### src/rtl/masked_chi_pkg.sv
package masked_chi_pkg;

  localparam int ROW_W = 5;

  // Number of unordered share pairs for a given share count.
  function automatic int pair_count(input int shares);
    return shares * (shares - 1) / 2;
  endfunction

  // Position of pair (lo,hi), lo<hi, in the order (0,1),(0,2)..,(1,2),..
  function automatic int pair_index(input int lo, input int hi, input int shares);
    return lo * shares - (lo * (lo + 1)) / 2 + (hi - lo - 1);
  endfunction

  // Wrap a row bit index into 0..ROW_W-1.
  function automatic int wrap_bit(input int k);
    return k % ROW_W;
  endfunction

  // Unshared chi on one row.
  function automatic logic [ROW_W-1:0] chi_row(input logic [ROW_W-1:0] a);
    logic [ROW_W-1:0] r;
    for (int k = 0; k < ROW_W; k++) begin
      r[k] = a[k] ^ (~a[wrap_bit(k + 1)] & a[wrap_bit(k + 2)]);
    end
    return r;
  endfunction

endpackage

### src/rtl/mchi_row_route.sv
module mchi_row_route
  import masked_chi_pkg::*;
#(
  parameter int SHARES = 2,
  parameter int NPAIR  = SHARES * (SHARES - 1) / 2
) (
  input  logic [SHARES*ROW_W-1:0]           row_sh,
  input  logic [ROW_W*NPAIR-1:0]            rnd,
  output logic [ROW_W-1:0][SHARES-1:0]      lin_sh,
  output logic [ROW_W-1:0][SHARES-1:0]      neg_sh,
  output logic [ROW_W-1:0][SHARES-1:0]      con_sh,
  output logic [ROW_W-1:0][NPAIR-1:0]       z_bits
);

  // For gate g: linear term is bit g, the inverted AND operand is bit g+1,
  // the plain AND operand is bit g+2. Only share 0 carries the inversion.
  always_comb begin
    for (int g = 0; g < ROW_W; g++) begin
      for (int s = 0; s < SHARES; s++) begin
        lin_sh[g][s] = row_sh[s*ROW_W + g];
        neg_sh[g][s] = row_sh[s*ROW_W + wrap_bit(g + 1)] ^ (s == 0);
        con_sh[g][s] = row_sh[s*ROW_W + wrap_bit(g + 2)];
      end
      z_bits[g] = rnd[g*NPAIR +: NPAIR];
    end
  end

endmodule

### src/rtl/mchi_dom_gate.sv
module mchi_dom_gate
  import masked_chi_pkg::*;
#(
  parameter int SHARES = 2,
  parameter int NPAIR  = SHARES * (SHARES - 1) / 2
) (
  input  logic              clk,
  input  logic              rst_n,
  input  logic [SHARES-1:0] lin_sh,
  input  logic [SHARES-1:0] neg_sh,
  input  logic [SHARES-1:0] con_sh,
  input  logic [NPAIR-1:0]  z,
  output logic [SHARES-1:0] r_sh
);

  // term_d[s][t]: contribution to output domain s built from share s of the
  // inverted operand and share t of the plain operand. The diagonal carries
  // the inner-domain product plus the linear term; off-diagonal entries are
  // cross-domain products blinded by the pair's random bit.
  logic [SHARES-1:0][SHARES-1:0] term_d;
  logic [SHARES-1:0][SHARES-1:0] term_q;

  always_comb begin
    for (int s = 0; s < SHARES; s++) begin
      for (int t = 0; t < SHARES; t++) begin
        if (s == t) begin
          term_d[s][t] = lin_sh[s] ^ (neg_sh[s] & con_sh[s]);
        end else if (s < t) begin
          term_d[s][t] = (neg_sh[s] & con_sh[t]) ^ z[pair_index(s, t, SHARES)];
        end else begin
          term_d[s][t] = (neg_sh[s] & con_sh[t]) ^ z[pair_index(t, s, SHARES)];
        end
      end
    end
  end

  // Every term gets its own flop: nothing mixes domains before this stage.
  always_ff @(posedge clk or negedge rst_n) begin
    if (!rst_n) begin
      term_q <= '0;
    end else begin
      term_q <= term_d;
    end
  end

  // Fold the registered terms of each domain into its output share.
  always_comb begin
    for (int s = 0; s < SHARES; s++) begin
      r_sh[s] = 1'b0;
      for (int t = 0; t < SHARES; t++) begin
        r_sh[s] = r_sh[s] ^ term_q[s][t];
      end
    end
  end

endmodule

### src/rtl/mchi_valid_stage.sv
module mchi_valid_stage (
  input  logic clk,
  input  logic rst_n,
  input  logic vld_in,
  output logic vld_out
);

  always_ff @(posedge clk or negedge rst_n) begin
    if (!rst_n) begin
      vld_out <= 1'b0;
    end else begin
      vld_out <= vld_in;
    end
  end

endmodule

### src/rtl/masked_chi_row.sv
module masked_chi_row
  import masked_chi_pkg::*;
#(
  parameter int ORDER = 1
) (
  input  logic                                     clk,
  input  logic                                     rst_n,
  input  logic                                     in_valid,
  input  logic [(ORDER+1)*5-1:0]                   row_sh,
  input  logic [5*(ORDER*(ORDER+1)/2)-1:0]         rnd,
  output logic                                     out_valid,
  output logic [(ORDER+1)*5-1:0]                   res_sh
);

  localparam int SHARES = ORDER + 1;
  localparam int NPAIR  = pair_count(SHARES);

  logic [ROW_W-1:0][SHARES-1:0] lin_w;
  logic [ROW_W-1:0][SHARES-1:0] neg_w;
  logic [ROW_W-1:0][SHARES-1:0] con_w;
  logic [ROW_W-1:0][NPAIR-1:0]  z_w;
  logic [ROW_W-1:0][SHARES-1:0] gate_out;

  mchi_row_route #(
    .SHARES (SHARES),
    .NPAIR  (NPAIR)
  ) route_i (
    .row_sh (row_sh),
    .rnd    (rnd),
    .lin_sh (lin_w),
    .neg_sh (neg_w),
    .con_sh (con_w),
    .z_bits (z_w)
  );

  for (genvar g = 0; g < ROW_W; g++) begin : g_gate
    mchi_dom_gate #(
      .SHARES (SHARES),
      .NPAIR  (NPAIR)
    ) gate_i (
      .clk    (clk),
      .rst_n  (rst_n),
      .lin_sh (lin_w[g]),
      .neg_sh (neg_w[g]),
      .con_sh (con_w[g]),
      .z      (z_w[g]),
      .r_sh   (gate_out[g])
    );
  end

  mchi_valid_stage vld_i (
    .clk     (clk),
    .rst_n   (rst_n),
    .vld_in  (in_valid),
    .vld_out (out_valid)
  );

  // Regroup gate-major outputs into the share-major result bus.
  always_comb begin
    for (int s = 0; s < SHARES; s++) begin
      for (int g = 0; g < ROW_W; g++) begin
        res_sh[s*ROW_W + g] = gate_out[g][s];
      end
    end
  end

endmodule

### config.mk
export PLATFORM = sky130hd
export DESIGN_NAME = masked_chi_row
export DESIGN_NICKNAME = d
export VERILOG_FILES = /design/src/rtl/masked_chi_pkg.sv /design/src/rtl/mchi_row_route.sv /design/src/rtl/mchi_dom_gate.sv /design/src/rtl/mchi_valid_stage.sv /design/src/rtl/masked_chi_row.sv
export SDC_FILE = /design/constraint.sdc
export NUM_CORES = 1
export LEC_CHECK = 0
export BUFFER_PORTS_ARGS = -buffer_cell sky130_fd_sc_hd__buf_2
export CORE_ASPECT_RATIO = 0.8
export CORE_MARGIN = 10
export CORE_UTILIZATION = 48
export CTS_BUF_LIST = sky130_fd_sc_hd__clkbuf_16
export DETAILED_ROUTE_END_ITERATION = 10
export GPL_ROUTABILITY_DRIVEN = 0
export HOLD_SLACK_MARGIN = 0.02
export PLACE_DENSITY = 0.77
export SLEW_MARGIN = 20
export SYNTH_ARGS = -nofsm -noshare
export SYNTH_HDL_FRONTEND = slang
export SYNTH_SLANG_ARGS = --single-unit
export TNS_END_PERCENT = 100
### constraint.sdc
create_clock -name clk -period 0.8 [get_ports clk]
set_input_delay 0.04 -clock clk [delete_from_list [all_inputs] [get_ports clk]]
set_output_delay 0.04 -clock clk [all_outputs]
set_load 0.005 [all_outputs]
# == After elaboration in Yosys (flattened, before gate mapping) ==
# Index checks and enable logic that the tools add are counted.
# totals
reg_bits,21
input_bits,18
wordCells,66
# op_classes
bitwise_logic,55
# op_table
operator,n
1-bit bitwise XOR,30
1-bit AND,20
1-bit NOT,5

# == Depth between registers and ports, before layout ==
# depth
word_depth,3
ltp_mapped,2
ltp_nobuf,2

# == Cells and area by module ==
# Synthesis repeated with hierarchy kept, for this count alone.
# hier_totals
hier_cells,106
area_unflattened_um2,1107.3
# modules_own_cells
mod,instances,cells_per_inst,area_per_inst_um2
mchi_dom_gate,5,14,167.7
mchi_row_route,1,35,244.0
mchi_valid_stage,1,1,25.0

# == Worst setup path after synthesis ==
# No wires, ideal clock.
# synth_path
kind,flip-flop to output port
startpoint,register g_gate[0].gate_i.term_q[1] (netlist name)
endpoint,output port res_sh[0]
t_arrival_ns,0.517
required_ns,0.760
slack_ns,0.243
stages_incl_launch_ff,2
cell_sequence,dfrtp_1 > xor2_1
# synth_via
elab_chain_len,1
# synth_lines
element,line,source
start: declaration,mchi_dom_gate.sv:21,logic [SHARES-1:0][SHARES-1:0] term_q;
start signal: assignment,mchi_dom_gate.sv:42,term_q <= term_d;
1-bit bitwise XOR,mchi_dom_gate.sv:51,r_sh[s] = r_sh[s] ^ term_q[s][t];
end: declaration,masked_chi_row.sv:12,output logic [(ORDER+1)*5-1:0] res_sh
# Every way passes these cells.

# == Worst setup path after layout ==
# layout_path
startpoint,register g_gate[3].gate_i.term_q[1] (netlist name)
endpoint,output port res_sh[3]
# layout_via
elab_chain_len,1
# layout_lines
element,line
start: declaration,mchi_dom_gate.sv:21
start signal: assignment,mchi_dom_gate.sv:42
1-bit bitwise XOR,mchi_dom_gate.sv:51
# Every way passes these cells.

==> results.json <==
{
  "critPathArrivalTime_ps": 910,
  "hold_path_startpoint": "row_sh[3]",
  "timing.final.setup_violations": 10,
  "holdCritPathClass": "input port to register",
  "worstPathRequired_ps": 760,
  "io_pins": 29,
  "leakagePower_nw": 0.5599,
  "final_hold_viol_count": 0,
  "pin_count_of_the_biggest_net_entering_global_routing": 22,
  "ys.warnings.count": 0,
  "maxCapViolCount": 0,
  "final_net_count": 129,
  "endpoint_kind": "primary output",
  "postCtsSetupRepairBufs": 0,
  "fmax_ghz": 1.048,
  "std_cell_rows": 13,
  "synth_area_per_cell_um2": 12.51,
  "area_of_the_core_mm2": 0.001692,
  "grt_remaining_overflow": 0,
  "period_minus_slack_ps": 954.0,
  "die_w_um": 68.10,
  "dr.first_iter.drc_count": 4,
  "detail-route-antenna-nets": 0,
  "syn-num-nets": 89,
  "report.power.total_mw": 2.681,
  "post_synth_instance_area_um2": 888.4,
  "clock_power_share_pct": 38.4,
  "final_critical_path_setup_slack_ps": -154.0,
  "violations": "negative setup slack",
  "globalRouteTotalUtil_pct": 9.506,
  "totalWireLength_mm": 1.730,
  "slowest_stage": "sky130_fd_sc_hd__dfrtp_1",
  "final_util_pct": 71.30,
  "mostFrequentLayoutCell": "sky130_fd_sc_hd__buf_2",
  "timing.critical_path.cells": "xor2_1, buf_2",
  "portBuffers": 28,
  "wire_length_of_the_first_global_routing_pass_mm": 2.877,
  "comb_power_share_pct": 16.3,
  "p_int_mw": 2.080,
  "clock_tree.buffer_depth": 2,
  "worstHoldEndpoint": "g_gate[3].gate_i.term_q[0]$_DFF_PN0_",
  "share_seq_of_total_power_pct": 45.3,
  "cell_family_with_the_largest_share_of_critical_path_delay": "flip-flops",
  "synth_seq_area_share_pct": 59.15,
  "clock-root-buffer": "sky130_fd_sc_hd__clkbuf_16",
  "power.switching_uw": 600.7,
  "worst_ir_drop_vdd_uv": 2165,
  "tritoncts_clock_tree": "built",
  "timing.max_slew.rel_slack_pct": 70.19,
  "timing.critical_path.slowest_cell_delay_ps": 380,
  "area_growth_pct": 35.78,
  "avgViaCountPerCell": 4.379,
  "rsz0062_at_grt": "true",
  "floorplan.initialDensity_pct": 52.51,
  "layout.cells.most_common_list": "sky130_fd_sc_hd__buf_2, sky130_fd_sc_hd__dfrtp_1, sky130_fd_sc_hd__xnor2_1",
  "cell_count_after_synthesis": 71,
  "pd_cells_mw_per_mm2": 2223,
  "actual_transition_at_the_worst_max_transition_pin_ps": 447.2,
  "cts_max_level": 1,
  "cts-buffers-inserted": 3,
  "swShare_pct": 22.41,
  "dp_hpwl_mm": 1.317,
  "post_route_cells_drive_above_1_share_pct": 29.09,
  "ys_ff_latch": 21,
  "grt_antenna_before_repair": 0,
  "status": "complete, but fails checks",
  "antenna_cells": 0,
  "wl_per_cell_um": 13.11,
  "route.vias.total": 578,
  "drc_errors": 0,
  "dieArea_mm2": 0.003982,
  "via_count_of_the_first_global_routing_pass": 643,
  "critPathMaxFanout": 1,
  "cts.repair.resized": 0,
  "library_cells_used_by_synthesis": 5,
  "number_of_sinks_on_the_clock_net": 21,
  "num-fill-cells": 140,
  "timing_max_transition_violations_final": 0,
  "timing.setup.critical_path_class": "register to primary output",
  "chipHeight_um": 58.48,
  "cts.reportedPaths.clkPinSlew_ps": 60,
  "cp-start-kind": "register",
  "min_period_over_period_pct": 119.2,
  "drt_first_pass_iters": 4,
  "critPathBufInv": 1,
  "min_delay_path_depth": 2
}
[per-layer routing]
metal / track usage (%) / vias to the layer above / share of wire, %
met5: 0 / - / 0
met2: 16.45 / 17 / 52
met3: 4.726 / 2 / 8.6
li1: - / 291 / -
met4: 2.579 / 0 / 0.46
met1: 9.945 / 268 / 39
[cell usage after synthesis]
cell,number,area [um2]
sky130_fd_sc_hd__nand2b_1,10,62.56
sky130_fd_sc_hd__xnor2_1,20,175.2
sky130_fd_sc_hd__xor2_1,10,87.58
sky130_fd_sc_hd__nand2_1,10,37.54
sky130_fd_sc_hd__dfrtp_1,21,525.5
[through the flow]
| stage | hold slack [ps] | setup TNS (ps) | area [um2] | cells | setup slack, ps |
|---|---|---|---|---|---|
| after floorplan | -255.6 | 0 | 888.4 | 71 | 242.6 |
| after global routing | 42.73 | -1642 | 1206 | 132 | -184.4 |
| after global placement | 7.487 | 0 | 1056 | 121 | 135.0 |
| after detailed placement | 13.64 | 0 | 1056 | 121 | 115.2 |
| final | 27.91 | -1323 | 1206 | 132 | -154.0 |
| after CTS | 30.43 | -1372 | 1206 | 132 | -152.7 |
[power groups by stage]
stage	registers [mW]	logic, mW	clock network [mW]
floorplan	1.23	0.200	0
finish	1.21	0.437	1.03
CTS	1.22	0.448	1.05
global route	1.22	0.487	1.09
detailed placement	1.23	0.420	0
global placement	1.23	0.414	0
[cell families (layout without fill, tap and decap cells)]
group,Yosys count,count (layout),synth area share (%)
AND/OR/NAND/NOR,20,20,11.27
buffers and inverters,0,39,0
flip-flops,21,21,59.15
XOR/XNOR,30,30,29.58
[layout make-up]
cell class                 instances  area (um2)  share of cell area [%]
sequential                        21       525.5                   43.57
multi-input combinational         50       362.8                   30.08
timing repair buffer              35       210.2                   17.43
clock buffer                       3       75.07                   6.224
tap                               22       27.53                   2.282
clock inverter                     1       5.005                  0.4149
[sequential cells by signal, indices dropped and copies added (netlist names)]
name / count
g_gate.gate_i.term_q: 20
vld_i.vld_out: 1
[what timing repair did]
item                                   4_1_cts  5_1_grt
pin swaps                                    4        3
hold buffers                                 7        0
setup endpoints to repair                   10       10
endpoints found under the hold margin       31        0
[worst max path at each step]
stage	end	cells past startpoint	from	slack (ps)
detailed placement	res_sh[4]	2	g_gate[4].gate_i.term_q[1]$_DFF_PN0_	120
global route	res_sh[2]	2	g_gate[2].gate_i.term_q[0]$_DFF_PN0_	-180
CTS	res_sh[3]	2	g_gate[3].gate_i.term_q[0]$_DFF_PN0_	-150
global placement	res_sh[3]	2	g_gate[3].gate_i.term_q[1]$_DFF_PN0_	130
finish	res_sh[3]	2	g_gate[3].gate_i.term_q[1]$_DFF_PN0_	-150
floorplan	res_sh[0]	1	g_gate[0].gate_i.term_q[1]$_DFF_PN0_	240
No activity file was read; power rests on OpenSTA's default activity.
